File: src/rtl/subport_pkg.sv
package subport_pkg;
  typedef enum logic [1:0] {
    PH_INDEX  = 2'd0,   // next OUT is a subport index
    PH_DATA   = 2'd1,   // first data access
    PH_WR_HI  = 2'd2,   // wide write, waiting for high nibble
    PH_RD_LO  = 2'd3    // wide read, waiting to hand out low nibble
  } phase_t;
endpackage

File: src/rtl/subport_regs.sv
module subport_regs #(
  parameter int NUM_SUB = 16,
  parameter int WORD_W  = 8,
  localparam int SEL_W  = $clog2(NUM_SUB)
) (
  input  logic              clk,
  input  logic              rst,
  input  logic              we,
  input  logic [SEL_W-1:0]  sel,
  input  logic [WORD_W-1:0] wword,
  output logic [WORD_W-1:0] rword
);
  logic [WORD_W-1:0] bank_q [NUM_SUB];

  for (genvar g = 0; g < NUM_SUB; g++) begin : g_entry
    always_ff @(posedge clk) begin
      if (rst)
        bank_q[g] <= '0;
      else if (we && (sel == SEL_W'(g)))
        bank_q[g] <= wword;
    end
  end

  assign rword = bank_q[sel];
endmodule

File: src/rtl/subport_seq.sv
module subport_seq
  import subport_pkg::*;
#(
  parameter int NUM_SUB = 16,
  parameter int NIB_W   = 4,
  localparam int SEL_W  = $clog2(NUM_SUB),
  localparam int WORD_W = 2 * NIB_W
) (
  input  logic              clk,
  input  logic              rst,
  input  logic              hit,
  input  logic              wr,
  input  logic [NIB_W-1:0]  wdata,
  input  logic [NUM_SUB-1:0] wide_cfg,
  input  logic [WORD_W-1:0] rword,
  output phase_t            phase,
  output logic [SEL_W-1:0]  sel,
  output logic              we,
  output logic [WORD_W-1:0] wword,
  output logic [NIB_W-1:0]  rdata
);
  logic [NIB_W-1:0] lo_q;     // pending low nibble of a wide write
  logic [NIB_W-1:0] rd_lo_q;  // captured low nibble of a wide read
  logic             wide;

  assign wide = wide_cfg[sel];

  always_comb begin
    we    = 1'b0;
    wword = {{NIB_W{1'b0}}, wdata};
    if (hit && wr) begin
      if (phase == PH_DATA && !wide) we = 1'b1;
      if (phase == PH_WR_HI) begin
        we    = 1'b1;
        wword = {wdata, lo_q};
      end
    end
  end

  always_ff @(posedge clk) begin
    if (rst) begin
      phase   <= PH_INDEX;
      sel     <= '0;
      lo_q    <= '0;
      rd_lo_q <= '0;
      rdata   <= '0;
    end else if (hit) begin
      unique case (phase)
        PH_INDEX: begin
          if (wr) begin
            sel   <= wdata[SEL_W-1:0];
            phase <= PH_DATA;
          end else begin
            rdata <= NIB_W'(sel);
          end
        end
        PH_DATA: begin
          if (wr) begin
            if (wide) begin
              lo_q  <= wdata;
              phase <= PH_WR_HI;
            end else begin
              phase <= PH_INDEX;
            end
          end else if (wide) begin
            rd_lo_q <= rword[NIB_W-1:0];
            rdata   <= rword[WORD_W-1:NIB_W];
            phase   <= PH_RD_LO;
          end else begin
            rdata <= rword[NIB_W-1:0];
            phase <= PH_INDEX;
          end
        end
        PH_WR_HI: begin
          phase <= PH_INDEX;
          if (!wr) rdata <= '0;
        end
        PH_RD_LO: begin
          phase <= PH_INDEX;
          if (!wr) rdata <= rd_lo_q;
        end
        default: phase <= PH_INDEX;
      endcase
    end
  end
endmodule

File: src/rtl/subport_bank.sv
module subport_bank
  import subport_pkg::*;
#(
  parameter int          NUM_SUB  = 16,
  parameter int          NIB_W    = 4,
  parameter int          ADDR_W   = 4,
  parameter logic [3:0]  MOD_ADDR = 4'h6,
  localparam int         SEL_W    = $clog2(NUM_SUB),
  localparam int         WORD_W   = 2 * NIB_W
) (
  input  logic               clk,
  input  logic               rst,
  input  logic               io_stb,
  input  logic               io_wr,
  input  logic [ADDR_W-1:0]  io_addr,
  input  logic [NIB_W-1:0]   io_wdata,
  input  logic [NUM_SUB-1:0] wide_cfg,
  output logic [NIB_W-1:0]   io_rdata
);
  logic              hit;
  phase_t            phase;
  logic [SEL_W-1:0]  sel;
  logic              we;
  logic [WORD_W-1:0] wword, rword;

  assign hit = io_stb && (io_addr == ADDR_W'(MOD_ADDR));

  subport_seq #(.NUM_SUB(NUM_SUB), .NIB_W(NIB_W)) seq_i (
    .clk(clk), .rst(rst), .hit(hit), .wr(io_wr), .wdata(io_wdata),
    .wide_cfg(wide_cfg), .rword(rword), .phase(phase), .sel(sel),
    .we(we), .wword(wword), .rdata(io_rdata)
  );

  subport_regs #(.NUM_SUB(NUM_SUB), .WORD_W(WORD_W)) regs_i (
    .clk(clk), .rst(rst), .we(we), .sel(sel), .wword(wword), .rword(rword)
  );
endmodule

File: config.mk
export PLATFORM = sky130hd
export DESIGN_NAME = subport_bank
export DESIGN_NICKNAME = d
export VERILOG_FILES = /design/src/rtl/subport_pkg.sv /design/src/rtl/subport_regs.sv /design/src/rtl/subport_seq.sv /design/src/rtl/subport_bank.sv
export SDC_FILE = /design/constraint.sdc
export NUM_CORES = 1
export LEC_CHECK = 0
export ABC_CLOCK_PERIOD_IN_PS = 2700
export BUFFER_PORTS_ARGS = -buffer_cell sky130_fd_sc_hd__buf_2
export CAP_MARGIN = 20
export CORE_MARGIN = 4
export CORE_UTILIZATION = 61
export CTS_CLUSTER_SIZE = 8
export DETAILED_ROUTE_END_ITERATION = 16
export PLACE_DENSITY = 0.85
export SYNTH_ARGS = -nofsm -noshare
export SYNTH_HDL_FRONTEND = slang
export SYNTH_SLANG_ARGS = --single-unit
File: constraint.sdc
create_clock -name clk -period 2.7 [get_ports clk]
set_input_delay 0.405 -clock clk [delete_from_list [all_inputs] [get_ports clk]]
set_output_delay 0.405 -clock clk [all_outputs]
set_load 0.05 [all_outputs]
# Word level (Yosys, flattened, before mapping)
# Memory sizes are Yosys's and may differ from the RTL's. A register that Yosys moved wholly into a read port is not among the register bits.
# Index checks and enable logic that the tools add are counted.
# W data, S select, Z words.
# classes
order_cmp	1
n_eq_ne	24
mux	86
bitwise	17
reduce_logical	28
# ops
operator	n
$mux W8	18
$mux W1	54
$eq A4 B4 Y1 const B	8
$mux W4	7
$eq A4 B3 Y1 const B	5
$logic_and A1 B1 Y1	19
$or A1 B1 Y1	16
$pmux W4 S4	1
$ne A2 B2 Y1 const B	5
$eq A4 B2 Y1 const B	2
$mux W2	4
$reduce_and A4 Y1	2
$pmux W2 S3	1
$lt A4 B5 Y1 const B	1
$reduce_and A5 Y1	1
$bmux W1 S4	1
$eq A2 B2 Y1 const B	2
$eq A4 B1 Y1 const B	1
$logic_not A4 Y1	1
$reduce_and A3 Y1	1
$eq A2 B1 Y1 const B	1
$logic_not A2 Y1	1
$reduce_and A2 Y1	1
$reduce_or A2 Y1	1
other kinds (2)	2
# totals
regBits	18
ramBits	128
in_bits	28
output_inout_bits	4
wordCells	162
memories	1
# mem_list
name	depth	word_bits	rd	rd_ports_with_merged_regs	wr	line_no	rtl
regs_i.bank_q	16	8	1	1	16	subport_regs.sv:13	logic [WORD_W-1:0] bank_q [NUM_SUB];

# Depth between registers and ports, before layout
# depth
ltp_word	12
depth_mapped	8
ltp_nobuf	5

# Hierarchy
# From an unflattened synthesis, not the netlist that was laid out.
# unflattened
cells_unflattened	508
hier_area_um2	7218.2
# by_module_without_submodules
mod	instances	cells_each	area_per_inst_um2	seq_area_each_um2
subport_regs	1	384	6037.0	3843.7
subport_seq	1	122	1168.6	360.3
subport_bank	1	2	12.5	0.0

# Least setup slack after synthesis
# Ideal clock, no wire load.
# synth_timing
path_kind	flip-flop to flip-flop
startpoint	register seq_i.sel[1]
endpoint	memory regs_i.bank_q[11][0], enable pin
setup_time_ns	0.326
arrival_ns	2.097
required_ns	2.374
slack_ns	0.277
stages_incl_launch_ff	7
path_buffers	1
synth_period_minus_slack_ns	2.423
path_cell_list	dfxtp_1 buf_4 mux4_2 a22oi_4 a31oi_1 nor3_1 a21o_1
# synth_lines
element	line_no	rtl
from (decl)	subport_seq.sv:17	output logic [SEL_W-1:0] sel,
from (signal assigned)	subport_seq.sv:51	sel <= wdata[SEL_W-1:0];
to (decl)	subport_regs.sv:13	

==> implementation parameters <==
Parameter                              Value

Timing
  Final worst path period need ... approximately 2.5 ns
  Setup repair after global routing missed its margin ... false
  Worst-case headroom to the max-slew limit ... 0.315
  Period utilisation layout ... 0.924
  Final count of hold timing violations ... 0
  Achievable Freq ... 0.401 GHz
  Setup Skew ... 0.00940 ns
  Final setup TNS ... 0 ns
  Slew Viols, Final ... 0
  Transition time at the pin with the least slew margin ... 1.02 ns
  Total setup violations reported at the end of the flow ... 0

Power and ir drop
  Internal Dissipation ... 4.28 mW
  Worst supply voltage drop on vdd ... 464 uV
  Switching part of the total power ... 0.199
  Pleak ... 2.77 nW
  Switching power ... 1.06 mW
  Total power per unit cell area ... ~670 nW/um^2
  Power share of the clock group ... 0.478
  Register share of total power ... 0.487
  Logic gate share of total power ... 0.035

Yosys
  Async set-reset flop share out of synthesis ... 0
  Area share of the largest cell type after synthesis ... 0.553
  Yosys warning count ... 0
  Library cell with the highest instance count after synthesis ... sky130_fd_sc_hd__nor2_1
  Post-synth net total ... between 500 and 600
  Mapped Cells ... 542
  Post-synthesis area per instance ... 12.8 sq um
  Biggest area consumer among synthesized cells ... sky130_fd_sc_hd__edfxtp_1
  Top cells by area in the synthesized netlist ... sky130_fd_sc_hd__edfxtp_1, sky130_fd_sc_hd__mux4_2, sky130_fd_sc_hd__nor2_1, sky130_fd_sc_hd__dfxtp_1, sky130_fd_sc_hd__mux2i_1
  Flip-flop and latch count after synthesis ... 150
  Synth unique cells ... 36
  Mapped Area ... 6950 sq um
  Part of the Yosys area used for sequential elements ... 0.616
  Most frequent cells after synthesis ... sky130_fd_sc_hd__nor2_1, sky130_fd_sc_hd__edfxtp_1, sky130_fd_sc_hd__nand2_1
  Post-synth top flop ... sky130_fd_sc_hd__edfxtp_1
  Post-synth EDFFs ... between 100 and 150

Final layout
  Inserted Diodes ... 0
  Nets ... 612
  Post-route non-filler standard cell count ... ~740
  Fillcell total ... 668
  Share of cells above drive strength 1 ... 0.247
  Multi-input logic area ... between 2000 and 3000 sq um
  Area growth, synth to finish ... 15.1%
  Footprint of the flip-flops and latches ... 4290 sq um

Routing
  Antenna Violating Nets Remaining ... 0
  Detailed-route vias per instance ... 6.73
  Detailed-route wire length ... around 18000 um
  Initial detailed-routing violation count ... 711
  DRC violations left ... 0
  WL per Instance ... 24.1 um
  Drt first pass iters ... 6
  Vias after detailed routing ... roughly 5000

Die
  Area of the die ... 13200 sq um
  Number of primary I/O pins ... 32
  Die extent in y ... 115 um
  Area of the core ... 11000 sq um
  Row cnt ... 38
  Initial cell density of the core ... 0.633
  Horizontal extent of the die ... 115 um

Placed design
  Count of input and output buffers ... 31
  Cell count after placement ... just over 700
  Routability-driven placement congestion ratio ... 0.907
  Final HPWL DP ... 11700 um

Worst setup path
  Critical-path top delay cell ... sky130_fd_sc_hd__mux4_2
  Capturing element type of the critical path ... flip-flop
  Number of buffer and inverter instances along the worst setup path ... 1
  Critical path peak fanout ... 8
  Worst reg-to-reg path cell count ... 6
  Type of origin of the critical path ... flip-flop
  Longest individual stage delay on the worst path ... approximately 0.55 ns
  Worst Path Class, Setup ... reg2reg
  Worst EP required ... 2.78 ns
  Crit path arrival time ... around 2.6 ns
  Ordered cell list for the critical path ... mux4_2 > a22oi_4 > a31oi_1 > nor3_1 > buf_4 > a21o_1
  Gate family responsible for the most delay along the worst path ... compound AO/OA/AOI/OAI gates
  Number of stages on the worst setup path ... 6

CTS
  Inserted Clock Buffers ... 17
  Clock transition at the registers of the reported paths ... 0.06 ns
  Clock Path Buffers ... 2
  Total setup buffers inserted after CTS ... 0
  Clock tree from TritonCTS ... yes
  Master cell of the clock root buffer ... sky130_fd_sc_hd__clkbuf_16
  CTS H-tree depth ... 4
  Total number of clock tree sinks ... 150
  Insertion delay of the later-clocked pin in the worst-skew pair ... 0.42 ns
  Hold bufs inserted after CTS ... 0

GRT
  Initial antenna violation count ... 1
  Global-route wire length before repair ... 27600 um
  Overall fraction of global-route tracks in use ... 0.287
  Number of global-route vias before repair ... 4943
  Overflow left after global routing ... 0
  Largest net degree at the start of global routing ... just over 40

Hold path
  Hold path depth ... 3
  Worst Hold Class ... in2reg

Status
  Status ... finished clean

Job
  Reported max-cap violation count ... 0
## tightest hold or removal path, cell delays in order
cell and delay (ns):
sky130_fd_sc_hd__buf_2 0.13, sky130_fd_sc_hd__nand3_1 0.07, sky130_fd_sc_hd__a21oi_1 0.05
## logic make-up (layout without fill, tap and decap cells)
group | count (synthesis) | count (layout) | share of synthesized area
buffers and inverters | 34 | 88 | 0.0216
AOI/OAI and AO/OA | 62 | 62 | 0.0788
DFF | 150 | 150 | 0.616
muxes | 54 | 54 | 0.137
and+or+nand+nor | 242 | 242 | 0.146
## layout make-up
| cell class | instances | share of cell area |
|---|---|---|
| Clock buffer | 18 | 0.0537 |
| Timing Repair Buffer | 56 | 0.0444 |
| Inverter | 1 | 0.000469 |
| Clock inverter | 13 | 0.0257 |
| Tap cell | 140 | 0.0219 |
| Sequential cell | 150 | 0.536 |
| Multi-Input combinational cell | 358 | 0.318 |
## what timing repair did
action,CTS,global route
pin swaps,0,0
endpoints found under the setup margin,32,128
gates resized for setup,1,15
## registers in the layout, indices dropped and copies added (netlist names), named ones only
name / count
seq_i.lo_q: 4
seq_i.rdata: 4
seq_i.phase: 2
seq_i.sel: 4
seq_i.rd_lo_q: 4
regs_i.bank_q: 128
## layout by cell type, fill, tap and decap left out, types with 5 or more instances in the layout
master and count:
sky130_fd_sc_hd__a22oi_4 6, sky130_fd_sc_hd__bufinv_16 5, sky130_fd_sc_hd__dfxtp_1 20, sky130_fd_sc_hd__nor3_1 9, sky130_fd_sc_hd__buf_2 31, sky130_fd_sc_hd__clkbuf_16 17
sky130_fd_sc_hd__nand3_1 27, sky130_fd_sc_hd__buf_4 24, sky130_fd_sc_hd__nand2_1 37, sky130_fd_sc_hd__a221oi_1 8, sky130_fd_sc_hd__nor2_1 149, sky130_fd_sc_hd__a21o_2 14
sky130_fd_sc_hd__mux2i_1 21, sky130_fd_sc_hd__edfxtp_1 128, sky130_fd_sc_hd__mux4_2 33, sky130_fd_sc_hd__a21oi_1 11
## layer usage
| metal | vias to the layer above | track usage | share of wire |
|---|---|---|---|
| li1 | 2108 | - | - |
| met3 | 64 | 0.0916 | 0.13 |
| met2 | 385 | 0.440 | 0.47 |
| met4 | 0 | 0.149 | 0.050 |
| met1 | 2398 | 0.373 | 0.35 |
| met5 | - | 0 | 0 |
## power groups by stage
stage               Combinational (mW)  Sequential, mW  Clock, mW
floorplan                        0.114            2.63          0
finish                           0.186            2.60       2.55
CTS                              0.181            2.60       2.54
global route                     0.198            2.60       2.66
global placement                 0.172            2.64          0
detailed placement               0.178            2.64          0
## worst paths after layout
check	startpoint	slack [ns]	endpoint
min reg2reg	seq_i.rd_lo_q[3]	0.51	seq_i.rd_lo_q[3]
max reg2reg	seq_i.sel[1]	0.20	regs_i.bank_q[6][6]
max	seq_i.sel[1]	0.20	regs_i.bank_q[6][6]
min	io_stb	0.28	seq_i.phase[1]
## per-stage QoR
stage	total power, mW	cell area [sq um]	hold slack, ns	worst slack, ns	utilization
global placement	2.81	7340	0.491	0.0625	0.668
CTS	5.32	7980	0.280	0.0464	0.727
floorplan	2.74	6950	0.478	0.277	-
finish	5.34	8000	0.284	0.204	0.728
global route	5.46	8000	0.291	0.0958	0.728
detailed placement	2.82	7340	0.508	-0.00713	0.668
Power figures use the tool's default switching activity.
